**src/rtl/sg_pkg.sv**
```systemverilog
package sg_pkg;
  typedef enum logic [3:0] {
    OP_NOP    = 4'd0,
    OP_PROT   = 4'd1,
    OP_UNPROT = 4'd2,
    OP_LOCK   = 4'd3,
    OP_FREEZE = 4'd4,
    OP_WRST1  = 4'd5,
    OP_WRST2  = 4'd6,
    OP_CHECK  = 4'd7,
    OP_QUERY  = 4'd8
  } sg_op_e;

  typedef struct packed {
    logic set_prot;
    logic clr_prot;
    logic set_lock;
    logic glob_prot;
    logic glob_unprot;
    logic sprl_we;
    logic sprl_d;
    logic sle_we;
    logic sle_d;
    logic freeze;
    logic wel_clr;
  } sg_act_t;
endpackage

```
**src/rtl/sg_cmd_eval.sv**
```systemverilog
module sg_cmd_eval
  import sg_pkg::*;
(
  input  logic       valid,
  input  logic [3:0] op,
  input  logic [7:0] data,
  input  logic       wel,
  input  logic       wp,
  input  logic       susp,
  input  logic       sprl,
  input  logic       sle,
  input  logic       frozen,
  output sg_act_t    act
);
  logic wr_class;
  logic glob_ones;
  logic glob_zero;
  logic unused_bits;

  assign wr_class    = (op >= 4'(OP_PROT)) && (op <= 4'(OP_WRST2));
  assign glob_ones   = (data[5:2] == 4'hF);
  assign glob_zero   = (data[5:2] == 4'h0);
  assign unused_bits = ^{data[6], data[1:0]};

  always_comb begin
    act = '0;
    if (valid && wel && wr_class) begin
      act.wel_clr = 1'b1;
      case (sg_op_e'(op))
        OP_PROT:   act.set_prot = !sprl;
        OP_UNPROT: act.clr_prot = !sprl;
        OP_LOCK:   act.set_lock = sle && !frozen;
        OP_FREEZE: act.freeze   = sle && !frozen && !susp;
        OP_WRST1: begin
          if (sprl) begin
            if (!wp && !data[7]) begin
              act.sprl_we = 1'b1;
              act.sprl_d  = 1'b0;
            end
          end else if (!(susp && (glob_ones || glob_zero))) begin
            act.sprl_we     = 1'b1;
            act.sprl_d      = data[7];
            act.glob_prot   = glob_ones;
            act.glob_unprot = glob_zero;
          end
        end
        OP_WRST2: begin
          if (!frozen) begin
            act.sle_we = 1'b1;
            act.sle_d  = data[4];
          end
        end
        default: ;
      endcase
    end
  end
endmodule

```
**src/rtl/sg_sector_bits.sv**
```systemverilog
module sg_sector_bits #(
  parameter int N  = 128,
  parameter int SW = $clog2(N)
) (
  input  logic          clk,
  input  logic          rst,
  input  logic [SW-1:0] sel,
  input  logic          set_prot,
  input  logic          clr_prot,
  input  logic          set_lock,
  input  logic          glob_prot,
  input  logic          glob_unprot,
  output logic [N-1:0]  prot,
  output logic [N-1:0]  lock
);
  for (genvar i = 0; i < N; i++) begin : g_sect
    logic p_q;
    logic l_q;
    logic hit;
    assign hit = (sel == SW'(i));

    always_ff @(posedge clk) begin
      if (rst) begin
        p_q <= 1'b1;
        l_q <= 1'b0;
      end else begin
        if (glob_prot)             p_q <= 1'b1;
        else if (glob_unprot)      p_q <= 1'b0;
        else if (hit && set_prot)  p_q <= 1'b1;
        else if (hit && clr_prot)  p_q <= 1'b0;
        if (hit && set_lock)       l_q <= 1'b1;
      end
    end

    assign prot[i] = p_q;
    assign lock[i] = l_q;
  end
endmodule

```
**src/rtl/sg_summary.sv**
```systemverilog
module sg_summary #(
  parameter int N = 128
) (
  input  logic [N-1:0] prot,
  output logic [1:0]   sum
);
  logic all_set;
  logic none_set;
  assign all_set  = &prot;
  assign none_set = ~|prot;
  assign sum = all_set ? 2'b11 : (none_set ? 2'b00 : 2'b01);
endmodule

```
**src/rtl/sector_guard.sv**
```systemverilog
module sector_guard
  import sg_pkg::*;
#(
  parameter int NUM_SECT = 128,
  localparam int SW = $clog2(NUM_SECT)
) (
  input  logic          clk,
  input  logic          rst,
  input  logic          cmd_valid,
  input  logic [3:0]    cmd_op,
  input  logic [SW-1:0] cmd_sector,
  input  logic [7:0]    cmd_data,
  input  logic          wel,
  input  logic          hw_wp,
  input  logic          suspended,
  output logic          wel_clear,
  output logic          resp_valid,
  output logic          permit,
  output logic          pe_fail,
  output logic          rd_prot,
  output logic          rd_lock,
  output logic          sprl,
  output logic          sle,
  output logic          frozen,
  output logic [1:0]    prot_sum
);
  sg_act_t             act;
  logic [NUM_SECT-1:0] prot_v;
  logic [NUM_SECT-1:0] lock_v;
  logic [1:0]          sum_c;
  logic                sect_free;
  logic                is_check;
  logic                is_query;

  sg_cmd_eval u_eval (
    .valid (cmd_valid),
    .op    (cmd_op),
    .data  (cmd_data),
    .wel   (wel),
    .wp    (hw_wp),
    .susp  (suspended),
    .sprl  (sprl),
    .sle   (sle),
    .frozen(frozen),
    .act   (act)
  );

  sg_sector_bits #(.N(NUM_SECT), .SW(SW)) u_bits (
    .clk        (clk),
    .rst        (rst),
    .sel        (cmd_sector),
    .set_prot   (act.set_prot),
    .clr_prot   (act.clr_prot),
    .set_lock   (act.set_lock),
    .glob_prot  (act.glob_prot),
    .glob_unprot(act.glob_unprot),
    .prot       (prot_v),
    .lock       (lock_v)
  );

  sg_summary #(.N(NUM_SECT)) u_sum (
    .prot(prot_v),
    .sum (sum_c)
  );

  assign sect_free = !prot_v[cmd_sector] && !lock_v[cmd_sector];
  assign is_check  = cmd_valid && (cmd_op == 4'(OP_CHECK));
  assign is_query  = cmd_valid && (cmd_op == 4'(OP_QUERY));

  always_ff @(posedge clk) begin
    if (rst) begin
      sprl       <= 1'b0;
      sle        <= 1'b0;
      frozen     <= 1'b0;
      wel_clear  <= 1'b0;
      resp_valid <= 1'b0;
      permit     <= 1'b0;
      pe_fail    <= 1'b0;
      rd_prot    <= 1'b0;
      rd_lock    <= 1'b0;
      prot_sum   <= 2'b11;
    end else begin
      if (act.sprl_we) sprl <= act.sprl_d;
      if (act.freeze) begin
        frozen <= 1'b1;
        sle    <= 1'b0;
      end else if (act.sle_we) begin
        sle <= act.sle_d;
      end
      wel_clear  <= act.wel_clr;
      resp_valid <= is_check;
      permit     <= is_check && sect_free;
      pe_fail    <= is_check && !sect_free;
      if (is_query) begin
        rd_prot <= prot_v[cmd_sector];
        rd_lock <= lock_v[cmd_sector];
      end
      prot_sum <= sum_c;
    end
  end
endmodule

```
**config.mk**
```make
export PLATFORM = sky130hd
export DESIGN_NAME = sector_guard
export DESIGN_NICKNAME = d
export VERILOG_FILES = /design/src/rtl/sg_pkg.sv /design/src/rtl/sg_cmd_eval.sv /design/src/rtl/sg_sector_bits.sv /design/src/rtl/sg_summary.sv /design/src/rtl/sector_guard.sv
export SDC_FILE = /design/constraint.sdc
export NUM_CORES = 1
export LEC_CHECK = 0
export ABC_AREA = 1
export CAP_MARGIN = 0
export CELL_PAD_IN_SITES_DETAIL_PLACEMENT = 1
export CELL_PAD_IN_SITES_GLOBAL_PLACEMENT = 1
export CORE_MARGIN = 2
export CORE_UTILIZATION = 44
export DETAILED_ROUTE_END_ITERATION = 8
export PLACE_DENSITY = 0.76
export SYNTH_ARGS = -nofsm -noshare
export SYNTH_HDL_FRONTEND = slang
export SYNTH_SLANG_ARGS = --single-unit
```
**constraint.sdc**
```tcl
create_clock -name clk -period 2.5 [get_ports clk]
set_input_delay 0.625 -clock clk [delete_from_list [all_inputs] [get_ports clk]]
set_output_delay 0.625 -clock clk [all_outputs]
set_load 0.02 [all_outputs]
```
; ---- After elaboration in Yosys (flattened, before gate mapping)
; Cells that the tools add are included.
; Widths: inputs -> output; s select.
[totals]
regBits = 267
in_bits = 25
out_inout_bits = 11
word_cells = 1346
[classes]
magnitude_cmp = 3
eq_ne = 136
muxes = 401
n_reduce_logical = 540
[op_table]
columns = operator, count
row1 = $eq 7x7->1 const B, 64
row2 = $logic_and 1x1->1, 396
row3 = $mux 1, 391
row4 = $reduce_bool 3->1, 128
row5 = $eq 7x6->1 const B, 32
row6 = $reduce_and 128->1, 1
row7 = $reduce_or 128->1, 1
row8 = $eq 7x5->1 const B, 16
row9 = $eq 7x4->1 const B, 8
row10 = $eq 7x3->1 const B, 4
row11 = $eq 4x3->1 const B, 4
row12 = $bmux 1 s7, 2
row13 = $eq 7x2->1 const B, 2
row14 = $mux 11, 1
row15 = $mux 2, 5
row16 = $eq 4x2->1 const B, 2
row17 = $eq 4x4->1 const B, 2
row18 = $logic_not 1->1, 8
row19 = $lt 7x8->1 const B, 1
row20 = $mux 4, 2
row21 = $eq 7x1->1 const B, 1
row22 = $logic_not 7->1, 1
row23 = $reduce_or 2->1, 3
row24 = $eq 4x1->1 const B, 1
row25 = other kinds (4), 4

; ---- Longest topological paths before layout
; Gate-level depths: netlist (run 1).
[logic_depth]
word_depth = 11
ltp_mapped = 16

; ---- Modules after synthesis
; A second synthesis (run 1) with hierarchy kept.
[unflattened]
cells_unflattened = 2762
area_unflattened_um2 = 17350.4
[modules_own_cells]
columns = mod, n_inst, cells_per_inst, area_each_um2, seq_area_each_um2
row1 = sg_sector_bits, 1, 1861, 13145.1, 5124.9
row2 = sector_guard, 1, 621, 3002.9, 220.2
row3 = sg_summary, 1, 223, 943.4, 0.0
row4 = sg_cmd_eval, 1, 57, 259.0, 0.0

; ---- Worst setup path after synthesis (run 1)
; Ideal clock, no wire load.
[synth_path]
path_kind = in2reg
startpoint = input port cmd_op[3]
endpoint = register u_bits.g_sect[101].p_q
arrival_ns = 1.797
required_time_ns = 2.374
path_slack_ns = 0.577
path_stages = 12
path_cell_list = inv_1 > nand2_1 > o22ai_2 > nand3_4 > inv_2 > nand3_2 > buf_6 > buf_6 > o21ai_2 > o21ai_1 > nand2_1 > nand2_1
[synth_between]
elab_chain_cells = 7
elab_cells_between_ends = 17
cone_classes = order compare (2) / eq/ne (3) / mux (6) / reduce/logical (6)
[synth_rtl]
columns = element, line
row1 = from (decl), sector_guard.sv:10  ; input logic [3:0] cmd_op,
row2 = $ge 4x1->1 / $le 4x3->1 (equally long branches), sg_cmd_eval.sv:20  ; assign wr_class = (op >= 4'(OP_PROT)) && (op <= 4'(OP_WRST2));
row3 = $logic_and 1x1->1, sg_cmd_eval.sv:20
row4 = $logic_and 1x1->1, sg_cmd_eval.sv:27  ; if (valid && wel && wr_class) begin
row5 = $mux 11 (*), sg_cmd_eval.sv:27
row6 = $logic_and 1x1->1, sg_sector_bits.sv:29  ; else if (hit && set_prot) p_q <= 1'b1;
row7 = $mux 1, sg_sector_bits.sv:29
row8 = $mux 1, sg_sector_bits.sv:28  ; else if (glob_unprot) p_q <= 1'b0;
row9 = to (signal assigned), sg_sector_bits.sv:28
row10 = to (signal assigned), sg_sector_bits.sv:29
row11 = to (signal assigned), sg_sector_bits.sv:30  ; else if (hit && clr_prot) p_q <= 1'b0;
row12 = to (decl), sg_sector_bits.sv:17  ; logic p_q;
; Mark *: on every way between the ends. The rest lies on a longest branch, timed or not.
; A chain may end at the register's enable or synchronous reset.

; ---- Final worst setup path (run 1)
[layout_path]
startpoint = input port cmd_sector[2]
endpoint = register u_bits.g_sect[97].p_q
[layout_between]
elab_chain_cells = 4
elab_cells_between_ends = 6
cone_classes = eq/ne (1) / mux (2) / reduce/logical (3)
[layout_rtl]
columns = element, line
row1 = from (decl), sector_guard.sv:11  ; input logic [SW-1:0] cmd_sector,
row2 = $eq 7x7->1 (*), sg_sector_bits.sv:20  ; assign hit = (sel == SW'(i));
row3 = $logic_and 1x1->1, sg_sector_bits.sv:29
row4 = $mux 1, sg_sector_bits.sv:29
row5 = $mux 1, sg_sector_bits.sv:28
row6 = to (signal assigned), sg_sector_bits.sv:28
row7 = to (signal assigned), sg_sector_bits.sv:29
row8 = to (signal assigned), sg_sector_bits.sv:30
row9 = to (decl), sg_sector_bits.sv:17
; Marks and branches as above.

==> results.txt, run 1 <==
* Relative slew margins: 55.40%
- Pwr dens: 566.7 nW/um^2
* Commonest non-fill, non-tap cells in the layout: nand2_1 (752), nor2_1 (331), dfxtp_1 (267), inv_1 (247), o21ai_1 (198)
* Clock insertion delay at the later pin of the skew report: 0.52 ns
* Synthesized cell area: 14610 um^2
* Layout Skew: 0.01282 ns
* Final weighted congestion in routability-driven placement: 0.9258
* Proportion of power drawn by flip-flops and latches: 42.4%
- Setup repair after global routing left no endpoint under its margin.
- The internal portion of the total power is 7539 uW.
- The wire-length estimate of the detail-placed layout is 39670 um.
- In this run the core area contains 66 standard-cell rows.
- For flop-to-flop paths, the worst setup slack is 0.51 ns.
* Average wire length per cell after detail routing: 19.71 um
- The initial utilization of the core area, before any placement, comes to 44.79%.
* Number of inserted diodes: 0
- Die footprint: 34680 um^2
* Ratio of final minimum period to clock period: 91.93%
- In the final layout, the share of cells above drive strength 1 is 13.27%.
- Count of different cell masters after synthesis: 31
* M3 GR Usage: 4.167%
- Iteration-0 DRC Markers: 1045
* Die Ht: 186.2 um
* Path depth of the worst reg2reg path: 6
- In this run switching power makes up 24.88% of total power.
- Run status: completed
- In this run the critical register-to-register path is launched from u_bits.g_sect[3].p_q$_SDFFE_PP1P_.
* Initial antenna violation count: 0
* Number of non-filler instances in the completed layout: 2914
- Classification of the worst setup path: in -> reg
- Synthesis-stage register bit count: 267
- In this run the critical register-to-register path is captured at prot_sum[0]$_SDFF_PP1_.
- Required time of the critical path: 2.88 ns
- The final-report max-slew violation count is 0.
- Overall Global Routing Usage: 33.54%
- Largest net degree at the start of global routing: 129
- The routed design has 57420 um of wire.
- Crit path arrival time: 2.68 ns
- Part of the power in the clock network: 49.5%
- 36 I/O pins were placed.
- The final route contains 15.92k vias.
- CTS tree: yes
- For this design, the sink count on the clock tree is 267.
- Leakage power: 0.008292 uW
- Dividing the detail-routed via count by the number of cells gives 5.464.
- Summing all multi-input logic gate instances after layout gives 7486 um^2.
* Area growth syn-to-layout: 21.22%
- The worst hold path terminates at u_bits.g_sect[15].l_q$_SDFFE_PP0P_.
- Via count of the first global-routing pass: 16.53k
- In this run the standard cell core region covers 32620 um^2.
* CTS Buf Count: 34
- Instance count of the mapped netlist: 2328
- In this run the most critical hold path is launched from u_bits.g_sect[15].l_q$_SDFFE_PP0P_.
- Grt ovf: 0
- Once the clock tree was built, the setup fixing pass inserted 0 buffers.
- Fill cells in the final layout number 4382.
- Sequential cells were found to cover 36.58% of the synthesized design area.
- Total of endpoints with negative setup slack in the final report: 0
- Post-Layout Inst Area: 17710 um^2
- Deepest clock path buffer count: 3
* Critical path startpoint category: primary input
- Number of cells on the worst hold path: 2
- Number of placed instances with taps included: 2852
* Achievable frequency: 0.4351 GHz
* Combined flip-flop and latch cell area: 5345 um^2
- Of all nets on the critical path, the largest fanout is 4.
- Quantity of gates resized following cts: 0
* Number of warnings printed during yosys synthesis: 0
* Final number of hold-violating endpoints: 0
* Highest-utilization routing layer at the global route stage: met2
* Post-detailed-route count of antenna-violating nets: 0
* Crit path time final: 2.298 ns
- For the pin with the worst max-slew slack, the measured transition is 0.6690 ns.
- Synthesized netlist net count: 2353
- Pre-antenna DRT Iters: 7
- Mean post-synth cell area: 6.276 um^2
* Global routing usage on met2: 59.55%
* Root buf cell: clkbuf_16
- Number of H-tree branching levels: 2
* Peak ir drop on the vdd network: 0.0005301 V
- After clock tree synthesis, the clock-pin slew on the worst setup and hold paths is 0.06 ns.
- The net count of the finished layout is 2471.
- For this design, the CTS-stage hold fixing added 0 buffers.
- The placed instances occupy a cell area of 16580 um^2.
- The analysis attributes to net switching a power of 2497 uW.
* Gate power share: 8.0%
- GRT met1 Usage: 40.45%
- Sort of element at the end of the critical path: flip-flop
* Die X-Extent: 186.2 um
* Detailed-route DRC error count: 0
- The count of buffers added on input and output ports is 32.
- The library cell used most frequently in the layout, excluding fill and tap cells, is nand2_1.
* Max-cap violations: 0
* Wire length of the first global-routing pass: 89330 um
- Kind of path behind the tightest hold check: reg -> reg
## layout make-up
class	count	area share [%]
clock inverters	10	0.4663
multi-input cells	1673	42.27
well taps	442	3.123
repair buffers	215	12.62
flip-flops and latches	267	30.18
inverters	255	5.404
clock buffers	52	5.941
## Yosys cell counts (all sizes together)
library cell	count	area share, %
a22oi	12	0.62
nand4	41	1.8
nor4b	2	0.12
nand2	753	19
a21oi	144	4.9
o21bai	1	0.051
clkbuf	38	0.98
buf	95	4.9
dfxtp	267	37
o22ai	1	0.086
nor2	334	8.6
nor3	10	0.41
a31oi	2	0.086
inv	255	6.6
nand3	17	0.70
nor4	27	1.2
nand3b	1	0.051
and3	1	0.043
o21ai	327	13
## cells by family after synthesis
kind of cell | count (synthesis) | synth area share [%]
AO/OA/AOI/OAI | 487 | 18.77
buffers and inverters | 388 | 12.39
flip-flops | 267 | 36.58
AND/OR/NAND/NOR | 1186 | 32.25
## per-stage QoR
stage / setup TNS [ns] / power (uW) / setup WS [ns] / hold WS [ns] / util (%)
final: 0 / 10040 / 0.2019 / 0.4530 / 54.30
after floorplan: 0 / 4743 / 0.5770 / 0.4307 / -
after global placement: -7.136 / 5126 / -0.1481 / 0.4374 / 50.82
after CTS: 0 / 10080 / 0.2750 / 0.4529 / 54.30
after detailed placement: -17.03 / 5142 / -0.2451 / 0.4435 / 50.82
after global routing: 0 / 10340 / 0.07684 / 0.4771 / 54.30
## per-layer routing
metal	up-vias	part of all wire (%)
met5	-	0
met3	156	4.6
met2	409	49
li1	7602	-
met1	7755	42
met4	0	4.8
## registers in the layout (all words and copies together) (netlist names)
register           flops
resp_valid             1
rd_lock                1
sle                    1
permit                 1
rd_prot                1
frozen                 1
prot_sum               2
sprl                   1
pe_fail                1
wel_clear              1
u_bits.g_sect.p_q    128
u_bits.g_sect.l_q    128
## power by group through the flow
stage                     Combinational [uW]  Sequential [uW]  Clock [uW]
after detailed placement                 787             4350           0
final                                    804             4260        4970
after CTS                                793             4260        5020
after floorplan                          386             4360           0
after global placement                   772             4350           0
after global routing                     857             4260        5220
## how the worst max path moves through the flow
stage               cells past startpoint          start                             endpoint  slack [ns]
floorplan                              12      cmd_op[3]  u_bits.g_sect[101].p_q$_SDFFE_PP1P_        0.58
global placement                       13  cmd_sector[3]  u_bits.g_sect[121].p_q$_SDFFE_PP1P_       -0.15
detailed placement                     12  cmd_sector[2]   u_bits.g_sect[97].p_q$_SDFFE_PP1P_       -0.25
CTS                                    12  cmd_sector[2]   u_bits.g_sect[97].p_q$_SDFFE_PP1P_        0.28
global route                           12  cmd_sector[2]   u_bits.g_sect[87].p_q$_SDFFE_PP1P_        0.08
finish                                 12  cmd_sector[2]   u_bits.g_sect[97].p_q$_SDFFE_PP1P_        0.20
## critical path, cell delays in order
cell	delay, ns
clkdlybuf4s50_1	0.53
nor2_1	0.25
inv_1	0.13
nor2_1	0.10
inv_1	0.20
buf_4	0.21
nor2_1	0.16
inv_1	0.08
o21ai_1	0.15
o21ai_1	0.09
nand2_1	0.07
nand2_1	0.09
Power figures use the tool's default switching activity.
==> inputs of run 2 (changes only) <==
--- a/config.mk
+++ b/config.mk
@@ -10,9 +10,9 @@
 export CELL_PAD_IN_SITES_DETAIL_PLACEMENT = 1
 export CELL_PAD_IN_SITES_GLOBAL_PLACEMENT = 1
 export CORE_MARGIN = 2
-export CORE_UTILIZATION = 44
+export CORE_UTILIZATION = 35
 export DETAILED_ROUTE_END_ITERATION = 8
-export PLACE_DENSITY = 0.76
+export PLACE_DENSITY = 0.62
 export SYNTH_ARGS = -nofsm -noshare
 export SYNTH_HDL_FRONTEND = slang
 export SYNTH_SLANG_ARGS = --single-unit
==> results.txt, run 2 (same netlist as run 1, synthesis figures left out) <==
- The run finished with clean final reports.
- Along the worst hold path, the cell count comes to 2.
* Final number of hold-violating endpoints: 0
- At the worst endpoint, the required time is 1.88 ns.
* Highest-utilization routing layer at the global route stage: met2
- Global routing used 3.668% of the available met3 tracks.
- Wire length of the first global-routing pass: 91340 um
- Fill cell instance count of the final layout: 5385
- Achievable frequency: 0.4410 GHz
- Global routing consumed, on the met2 layer, 46.96% of the routing resources.
* Number of post-CTS setup repair buffers: 0
- In this run the worst path has a maximum fanout of 6.
* Relative slew margins: 63.21%
* Total detailed-routing wirelength: 58830 um
- The clock passes through at most 3 buffers.
- Number of H-tree branching levels: 2
- Once detail routing completed, the nets flagged for antenna violations numbered 0.
- The die is 208.3 um tall.
- For this run, design rule violations remaining after detail routing come to 0.
* Gate power share: 7.6%
- Leakage power: 0.008279 uW
* Via density per instance: 5.158
* Max-cap violations: 0
- Classification of the worst setup path: reg -> out
* Total of endpoints with negative setup slack in the final report: 0
- The largest single stage delay on the critical path is 0.66 ns.
- Most frequent standard cell in the layout excluding fill and tap cells: nand2_1
* Overall Global Routing Usage: 27.24%
* Count of pins over their slew limit: 0
* Initial antenna violation count: 0
- Pre-antenna DRT Iters: 5
- The via count of the first global-routing pass was 15.84k.
* Sort of element at the end of the critical path: primary output
- Die X-Extent: 208.3 um
- Master of the slowest instance on the critical path: clkdlybuf4s50_1
- The share of total power dissipated in the clock network is 50.9%.
- Net count reported at finish: 2461
* Logic depth of the worst setup path including buffers: 1
* Core box area: 41020 um^2
- Pwr dens: 576.1 nW/um^2
- Overall power consumption after layout is estimated at 10260 uW.
- Subtracting the final worst setup slack from the clock period gives 2.267 ns.
- The final route contains 15.44k vias.
* Min Hold Slack: 0.4550 ns
- Initial Util: 35.62%
- The number of gates resized after CTS was 0.
- Of the available clock period, the critical path in the final layout requires 90.69%.
- Registers are responsible for 41.5% of the overall power.
* Clock sink count: 267
- Top Family by Delay on Critical Path: buffers and inverters
* Iteration-0 DRC Markers: 741
* Buf+Inv Stages, Crit Path: 1
- Path depth of the worst reg2reg path: 6
- Number of rows in the core area: 74
- Hold repair after CTS inserted 0 buffers.
- RSZ-0062 raised after global routing: no
- In this run, CTS created clock tree buffers numbering 35.
* CTS tree: yes
- STA classifies the critical path startpoint as a flip-flop.
* Kind of path behind the tightest hold check: reg -> reg
* GRT met1 Usage: 34.30%
- Average wire length per cell after detail routing: 19.66 um
- Net switching is 25.37% of the power.
* Number of I/O pins: 36
- At the pin with the least slew margin, the transition time is 0.5468 ns.
* Largest registers: u_bits.g_sect.l_q (128), u_bits.g_sect.p_q (128), prot_sum (2)
- The worst-case IR drop observed on VDD is 0.0004661 V.
* Commonest non-fill, non-tap cells in the layout: nand2_1 (752), nor2_1 (331), dfxtp_1 (267), inv_1 (247), o21ai_1 (198)
- Data arrives at the worst endpoint at 1.64 ns.
* Clock insertion delay at the later pin of the skew report: 0.55 ns
- Routability-driven placement finished with a final weighted congestion of 0.9069.
- Worst-path clk slew: 0.05 ns
- Layout Skew: 0.01483 ns
- In the final layout, the share of cells above drive strength 1 is 12.89%.
- Setup slack of the most critical reg-to-reg path: 0.50 ns
- After global routing the overflow that remains totals 0.
- Summed over all nets, the switching power comes to 2602 uW.
- Largest net degree at the start of global routing: 93
- Port Buf Inserts: 32
* CP Cell Sequence: clkdlybuf4s50_1
* Area growth syn-to-layout: 21.85%
- The die covers 43390 um^2.
- Power Internal: 7654 uW
- The tree is rooted in a clkbuf_16.
- Detailed placement ended at an HPWL of 41650 um.
-- run 2: cell type report --
type,instances,area (um^2),share of cell area (%)
sequential,267,5345,30.02
multi-input combinational,1673,7486,42.05
clock inverter,9,107.6,0.6044
antenna,1,2.502,0.01406
inverter,255,957.2,5.376
tap,532,665.6,3.739
timing repair buffer,204,2177,12.23
clock buffer,52,1062,5.967
-- run 2: per-stage QoR --
stage	std cells	instance area [um^2]	setup TNS (ns)	utilization (%)	worst slack [ns]
detailed placement	2931	16630	-20.31	40.55	-0.2412
global route	2992	17800	0	43.40	0.1499
finish	2993	17800	0	43.40	0.2327
global placement	2931	16630	-8.975	40.55	-0.2027
floorplan	2328	14610	0	-	0.5770
CTS	2992	17800	0	43.40	0.1974
-- run 2: power groups by stage --
stage	combinational, uW	clock, uW	sequential, uW
final	779	5220	4260
after global routing	837	5470	4260
after CTS	776	5330	4260
after detailed placement	773	0	4350
after global placement	768	0	4350
after floorplan	386	0	4360
-- run 2: path summary, 6_finish.rpt --
check,from,to
worst max register to register,u_bits.g_sect[68].p_q$_SDFFE_PP1P_,prot_sum[0]$_SDFF_PP1_
worst min-delay path,u_bits.g_sect[58].l_q$_SDFFE_PP0P_,u_bits.g_sect[58].l_q$_SDFFE_PP0P_
worst min register to register,u_bits.g_sect[58].l_q$_SDFFE_PP0P_,u_bits.g_sect[58].l_q$_SDFFE_PP0P_
worst max-delay path,sprl$_SDFFE_PP0P_,sprl
-- run 2: per-layer routing --
layer | vias to the layer above | part of all wire (%)
met5 | - | 0
met1 | 7503 | 45
met3 | 87 | 3.5
met2 | 246 | 48
li1 | 7602 | -
met4 | 0 | 3.5
